===== src/rtl/hdm_pkg.sv =====
package hdm_pkg;
    localparam int ADDR_W = 64;

    typedef enum logic [2:0] {
        SEL_BASE_LO = 3'd0,
        SEL_BASE_HI = 3'd1,
        SEL_SIZE_LO = 3'd2,
        SEL_SIZE_HI = 3'd3,
        SEL_CTRL    = 3'd4,
        SEL_LIST_LO = 3'd5,
        SEL_LIST_HI = 3'd6,
        SEL_COUNT   = 3'd7
    } reg_sel_e;

    typedef struct packed {
        logic [31:0] base_hi;
        logic [3:0]  base_lo;
        logic [31:0] size_hi;
        logic [3:0]  size_lo;
        logic        commit;
        logic [3:0]  ways;
        logic [3:0]  gran;
        logic [31:0] list_hi;
        logic [31:0] list_lo;
    } dec_regs_t;

    // encoded count code -> number of decoders
    function automatic logic [4:0] count_decode(input logic [3:0] code);
        case (code)
            4'd0: count_decode = 5'd1;
            4'd1: count_decode = 5'd2;
            4'd2: count_decode = 5'd4;
            4'd3: count_decode = 5'd6;
            4'd4: count_decode = 5'd8;
            4'd5: count_decode = 5'd10;
            default: count_decode = 5'd0;
        endcase
    endfunction
endpackage


===== src/rtl/hdm_dec_regs.sv =====
module hdm_dec_regs
    import hdm_pkg::*;
#(
    parameter int NUM_DEC = 10,
    parameter int IDX_W   = $clog2(NUM_DEC)
) (
    input  logic                          clk,
    input  logic                          rst_n,
    input  logic                          wr_en,
    input  logic [IDX_W-1:0]              wr_dec,
    input  logic [2:0]                    wr_sel,
    input  logic [31:0]                   wr_data,
    output dec_regs_t [NUM_DEC-1:0]       regs_o,
    output logic [3:0]                    cnt_code_o
);
    logic [3:0] code_d, code_q;

    always_comb begin
        code_d = code_q;
        if (wr_en && wr_sel == SEL_COUNT) code_d = wr_data[3:0];
    end

    always_ff @(posedge clk) begin
        if (!rst_n) code_q <= '0;
        else        code_q <= code_d;
    end

    assign cnt_code_o = code_q;

    for (genvar i = 0; i < NUM_DEC; i++) begin : g_dec
        dec_regs_t r_d, r_q;
        logic      hit_w;

        assign hit_w = wr_en && (int'(wr_dec) == i);

        always_comb begin
            r_d = r_q;
            if (hit_w) begin
                case (reg_sel_e'(wr_sel))
                    SEL_BASE_LO: r_d.base_lo = wr_data[31:28];
                    SEL_BASE_HI: r_d.base_hi = wr_data;
                    SEL_SIZE_LO: r_d.size_lo = wr_data[31:28];
                    SEL_SIZE_HI: r_d.size_hi = wr_data;
                    SEL_CTRL: begin
                        r_d.gran   = wr_data[3:0];
                        r_d.ways   = wr_data[7:4];
                        r_d.commit = wr_data[8];
                    end
                    SEL_LIST_LO: r_d.list_lo = wr_data;
                    SEL_LIST_HI: r_d.list_hi = wr_data;
                    default: ;
                endcase
            end
        end

        always_ff @(posedge clk) begin
            if (!rst_n) r_q <= '0;
            else        r_q <= r_d;
        end

        assign regs_o[i] = r_q;
    end
endmodule


===== src/rtl/hdm_dec_eval.sv =====
module hdm_dec_eval
    import hdm_pkg::*;
(
    input  dec_regs_t          regs_i,
    input  logic [ADDR_W-1:0]  addr_i,
    output logic               in_range_o,
    output logic               usable_o,
    output logic [7:0]         port_o
);
    logic [ADDR_W-1:0] base_w, size_w, shifted_w;
    logic [ADDR_W:0]   end_w;
    logic [3:0]        mask_w;
    logic [2:0]        idx_w;
    logic [31:0]       word_w;

    always_comb begin
        base_w     = {regs_i.base_hi, regs_i.base_lo, 28'b0};
        size_w     = {regs_i.size_hi, regs_i.size_lo, 28'b0};
        end_w      = {1'b0, base_w} + {1'b0, size_w};
        in_range_o = (addr_i >= base_w) && ({1'b0, addr_i} < end_w);
        usable_o   = regs_i.commit && (regs_i.ways <= 4'd3);
        shifted_w  = addr_i >> (5'd8 + {1'b0, regs_i.gran});
        mask_w     = (4'd1 << regs_i.ways[1:0]) - 4'd1;
        idx_w      = shifted_w[2:0] & mask_w[2:0];
        word_w     = idx_w[2] ? regs_i.list_hi : regs_i.list_lo;
        port_o     = word_w[{idx_w[1:0], 3'b000} +: 8];
    end
endmodule


===== src/rtl/hdm_route_lookup.sv =====
module hdm_route_lookup
    import hdm_pkg::*;
#(
    parameter int NUM_DEC = 10,
    localparam int IDX_W  = $clog2(NUM_DEC),
    localparam int CNT_W  = $clog2(NUM_DEC + 1)
) (
    input  logic               clk,
    input  logic               rst_n,
    input  logic               wr_en,
    input  logic [IDX_W-1:0]   wr_dec,
    input  logic [2:0]         wr_sel,
    input  logic [31:0]        wr_data,
    input  logic               req_i,
    input  logic [63:0]        req_addr,
    output logic               busy_o,
    output logic               done_o,
    output logic               found_o,
    output logic [7:0]         port_o
);
    typedef struct packed {
        logic              busy;
        logic [IDX_W-1:0]  idx;
        logic [CNT_W-1:0]  cnt;
        logic [63:0]       addr;
        logic              done;
        logic              found;
        logic [7:0]        port;
    } scan_t;

    scan_t s_d, s_q;

    dec_regs_t [NUM_DEC-1:0] regs_w;
    logic [3:0]              code_w;
    dec_regs_t               cur_w;
    logic                    in_range_w, usable_w;
    logic [7:0]              ev_port_w;
    logic [4:0]              raw_cnt_w;
    logic [CNT_W-1:0]        lim_cnt_w;
    logic [CNT_W:0]          nxt_w;
    logic                    active_w, last_w;

    hdm_dec_regs #(.NUM_DEC(NUM_DEC), .IDX_W(IDX_W)) u_regs (
        .clk(clk), .rst_n(rst_n), .wr_en(wr_en), .wr_dec(wr_dec),
        .wr_sel(wr_sel), .wr_data(wr_data), .regs_o(regs_w),
        .cnt_code_o(code_w)
    );

    assign cur_w = (int'(s_q.idx) < NUM_DEC) ? regs_w[s_q.idx] : '0;

    hdm_dec_eval u_eval (
        .regs_i(cur_w), .addr_i(s_q.addr), .in_range_o(in_range_w),
        .usable_o(usable_w), .port_o(ev_port_w)
    );

    always_comb begin
        raw_cnt_w = count_decode(code_w);
        lim_cnt_w = (int'(raw_cnt_w) > NUM_DEC) ? CNT_W'(NUM_DEC) : CNT_W'(raw_cnt_w);
        nxt_w     = (CNT_W+1)'(s_q.idx) + 1'b1;
        active_w  = (CNT_W+1)'(s_q.idx) < {1'b0, s_q.cnt};
        last_w    = nxt_w >= {1'b0, s_q.cnt};

        s_d      = s_q;
        s_d.done = 1'b0;
        if (!s_q.busy) begin
            if (req_i) begin
                s_d.busy = 1'b1;
                s_d.idx  = '0;
                s_d.cnt  = lim_cnt_w;
                s_d.addr = req_addr;
            end
        end else if (active_w && in_range_w) begin
            s_d.busy  = 1'b0;
            s_d.done  = 1'b1;
            s_d.found = usable_w;
            s_d.port  = usable_w ? ev_port_w : 8'd0;
        end else if (last_w) begin
            s_d.busy  = 1'b0;
            s_d.done  = 1'b1;
            s_d.found = 1'b0;
            s_d.port  = 8'd0;
        end else begin
            s_d.idx = s_q.idx + 1'b1;
        end
    end

    always_ff @(posedge clk) begin
        if (!rst_n) s_q <= '0;
        else        s_q <= s_d;
    end

    assign busy_o  = s_q.busy;
    assign done_o  = s_q.done;
    assign found_o = s_q.found;
    assign port_o  = s_q.port;
endmodule


===== config.mk =====
export PLATFORM = sky130hd
export DESIGN_NAME = hdm_route_lookup
export DESIGN_NICKNAME = d
export VERILOG_FILES = /design/src/rtl/hdm_pkg.sv /design/src/rtl/hdm_dec_regs.sv /design/src/rtl/hdm_dec_eval.sv /design/src/rtl/hdm_route_lookup.sv
export SDC_FILE = /design/constraint.sdc
export NUM_CORES = 2
export LEC_CHECK = 0
export BUFFER_PORTS_ARGS = -buffer_cell sky130_fd_sc_hd__buf_2
export CORE_MARGIN = 1.5
export CORE_UTILIZATION = 25
export CTS_BUF_LIST = sky130_fd_sc_hd__clkbuf_4 sky130_fd_sc_hd__clkbuf_8
export DETAILED_ROUTE_END_ITERATION = 6
export GPL_ROUTABILITY_DRIVEN = 0
export GPL_TIMING_DRIVEN = 0
export SYNTH_ARGS = -nofsm -noshare
export SYNTH_HDL_FRONTEND = slang
export SYNTH_SLANG_ARGS = --single-unit

===== constraint.sdc =====
create_clock -name clk -period 13.8 [get_ports clk]
set_input_delay 1.38 -clock clk [delete_from_list [all_inputs] [get_ports clk]]
set_output_delay 1.38 -clock clk [all_outputs]
set_load 0.02 [all_outputs]

==> results.yml <==
synthesis:
  synth_edf_count: 0
  postSynthCellCount: 8275
  syn-num-nets: 8499
  synth_flop_cell: "dfxtp_1"
  avgSynthCellArea_um2: 8.32
  synth.yosys.seq_area_share: 0.447
  synth_cell_types: 80
  yosys_warnings: 0
  synth_seq_cells: 1537
  ys_async_sr_fraction: 0
  syn_area_mm2: 0.0688
setup_path:
  slowest_delay_ps: 1080
  reg2regPathDepth: 34
  start_kind: "flop"
  crit_buf_inv: 8
  crit_arrival_ps: 13490
  path_class: "flop to flop"
  cp_slowest_cell: "buf_1"
  crit_cells: 34
  crit_family: "buffers and inverters"
  path_max_fanout: 10
  cp_data_required_time_ps: 14810
  crit_path_end_kind: "flop"
  cpMostUsedCell: "clkbuf_1"
sta:
  worst_pin_slew_ps: 1680
  maxSlewHeadroom: -0.118
  fin_crit_sh: 0.905
  setup_tns_ps: 0
  setup_violations: 0
  max_freq_mhz: 80.1
  slew_viol_final: 253
  rsz0062_at_grt: "false"
  min_period_ps: 12490
  hold_viol: 0
  layout_setup_ws_ps: 1310
  clock_skew_ps: 57.1
drt:
  drcViolationCount: 2
  top_layer_used: "met5"
  num_vias: 66400
  wl_met1_um: 122000
  wire_per_inst_um: 26.0
  drt_wl_total_um: 322000
  first_pass_iters: 7
  dr_wl_met3_um: 47000
  drt_iter0_drc: 9924
  vias_per_cell: 5.35
  ant_nets: 0
  wl_met2_um: 131000
global_route:
  antenna_found_initial: 36
  grt_max_degree: 18
  grt_first_pass_wirelength_um: 443000
  grt_use_total: 0.221
  grt_pass1_vias: 60300
  gr-total-overflow: 0
status:
  violations: "design-rule violations, max-capacitance violations, max-slew violations"
  status: "complete, but fails checks"
placed_design:
  place_hpwl_um: 232000
  post-place-ws_ps: 1840
  io_buffers: 85
  dp_cells: 12000
clock_tree:
  path_clk_slew_ps: 70
  cts_buffer_depth: 3
  holdBufCountCts: 0
  numCtsBuffers: 233
  htreeDepth: 4
  postCtsSetupBuffers: 0
  cts_resized: 0
  tritoncts: "done"
  clkSinkCount: 1537
  clk_latency_ps: 1060
  root_buffer: "clkbuf_8"
die:
  dieArea_mm2: 0.278
  io_pins: 118
  die_x_um: 528
  die_y_um: 528
  rows: 192
  initial_utilization: 0.252
  core_area_mm2: 0.274
layout:
  fill_cells: 29300
  layout-drive-gt1-share: 0.107
  nNetsFinal: 8828
  syn_to_final_growth_pct: 15.0
  stdcell_count: 12400
worst_hold_path:
  hold_class: "flop to flop"
  worstHoldPathCells: 2
power:
  irDropWorstVdd_uv: 124
  p_leak_nw: 25.6
  p_per_area_mw_per_mm2: 117
flow_run:
  maxCapViolCount: 28
final cells by class:
type	instances	area [µm²]	area share
Clock inverter	48	417	0.00526
Clock buffer	377	4760	0.0602
Buffer	759	3030	0.0382
Sequential cell	1537	30800	0.389
Inverter	57	214	0.00270
Tap cell	3589	4490	0.0567
Timing Repair Buffer	94	568	0.00718
Multi-Input combinational cell	5922	34900	0.440
Antenna cell	23	57.6	0.000727
synth_stat cells (7+ instances only):
cell	number	area (µm²)
xnor2_1	17	149
o21ai_0	66	330
o211ai_1	10	75.1
dfxtp_1	1537	30800
a211oi_1	19	143
buf_4	14	105
nor4_1	9	56.3
xor2_1	14	123
clkbuf_1	671	2520
buf_6	7	78.8
ha_1	116	1450
buf_1	32	120
mux4_2	322	7250
nand2_1	2913	10900
nand3b_1	8	60.1
o22a_1	39	342
nor2_1	162	608
nor2b_1	22	138
nand3_1	108	541
nand4_1	22	138
inv_1	55	206
a21o_1	49	368
nor3b_1	7	52.6
a22oi_1	10	75.1
a21oi_1	1530	7660
nand2b_1	11	68.8
or2_2	7	43.8
buf_2	34	170
mux2i_1	282	2820
nor3_1	25	125
o21a_1	7	52.6
a211o_1	18	158
o22ai_1	38	238
worst register-to-register path: cells and delay by family (launching register included):
kind                     cells  cell delay [ps]
buffers and inverters        8             5410
AO/OA/AOI/OAI               16             4650
adder cells (fa/ha/maj)      3              800
multiplexers                 2              590
AND/OR/NAND/NOR              4              470
flip-flops                   1              360
XOR/XNOR                     1              200
cell families (layout without fill, tap and decap cells):
| kind of cell | Yosys count | after routing | synth area share |
|---|---|---|---|
| xor gates and xnor gates | 31 | 31 | 0.00395 |
| buffers and inverters | 816 | 1335 | 0.0468 |
| adders and majority gates | 117 | 117 | 0.0214 |
| AOI/OAI and AO/OA | 1837 | 1837 | 0.144 |
| and+or+nand+nor | 3329 | 3329 | 0.189 |
| other | 0 | 23 | 0 |
| muxes | 608 | 608 | 0.147 |
| DFF | 1537 | 1537 | 0.447 |
registers in the layout (all words and copies together), names as in the netlist:
| signal | count |
|---|---|
| busy_o | 1 |
| port_o | 8 |
| s_q | 72 |
| found_o | 1 |
| u_regs.regs_o | 1450 |
| u_regs.cnt_code_o | 4 |
| done_o | 1 |
per-stage QoR:
step / hold slack (ps) / power [mW] / cell area, µm² / utilization
floorplan: 432 / 4.80 / 68800 / -
global placement: 439 / 5.07 / 73700 / 0.269
detailed placement: 444 / 5.07 / 73900 / 0.270
CTS: 452 / 9.19 / 79000 / 0.289
global route: 464 / 9.41 / 79100 / 0.289
finish: 451 / 9.26 / 79200 / 0.289
power by group:
| group | switching [mW] | internal, mW |
|---|---|---|
| Sequential | 0.0180 | 4.46 |
| Combinational | 0.439 | 0.0944 |
| Clock | 2.01 | 2.24 |
| Total | 2.46 | 6.80 |
final timing paths:
check	startpoint	endpoint	slack, ps
max	s_q[79]	port_o[7]	1310
min	u_regs.regs_o[445]	u_regs.regs_o[445]	450
max reg2reg	s_q[79]	port_o[7]	1310
min reg2reg	u_regs.regs_o[445]	u_regs.regs_o[445]	450
layout by cell type (no fill, tap or decap), types with 14 or more instances in the layout:
cell type / count
nand2_1: 2913
dfxtp_1: 1537
a21oi_1: 1530
clkbuf_1: 659
mux4_2: 322
clkbuf_8: 309
mux2i_1: 282
nor2_1: 160
buf_2: 121
ha_1: 116
nand3_1: 108
clkbuf_4: 68
o21ai_0: 65
inv_1: 55
a21o_1: 49
o22a_1: 39
o22ai_1: 38
buf_1: 29
clkinv_2: 29
diode_2: 23
nor3_1: 23
nor2b_1: 22
nand4_1: 22
a211o_1: 18
a211oi_1: 17
xnor2_1: 17
buf_4: 14
clkbuf_2: 14
xor2_1: 14
layer usage:
metal | global-route usage | up-vias
met5 | 0.00519 | -
met4 | 0.137 | 18
met3 | 0.0850 | 1128
met2 | 0.316 | 4807
met1 | 0.277 | 31700
li1 | - | 28700
Power figures use the tool's default switching activity.
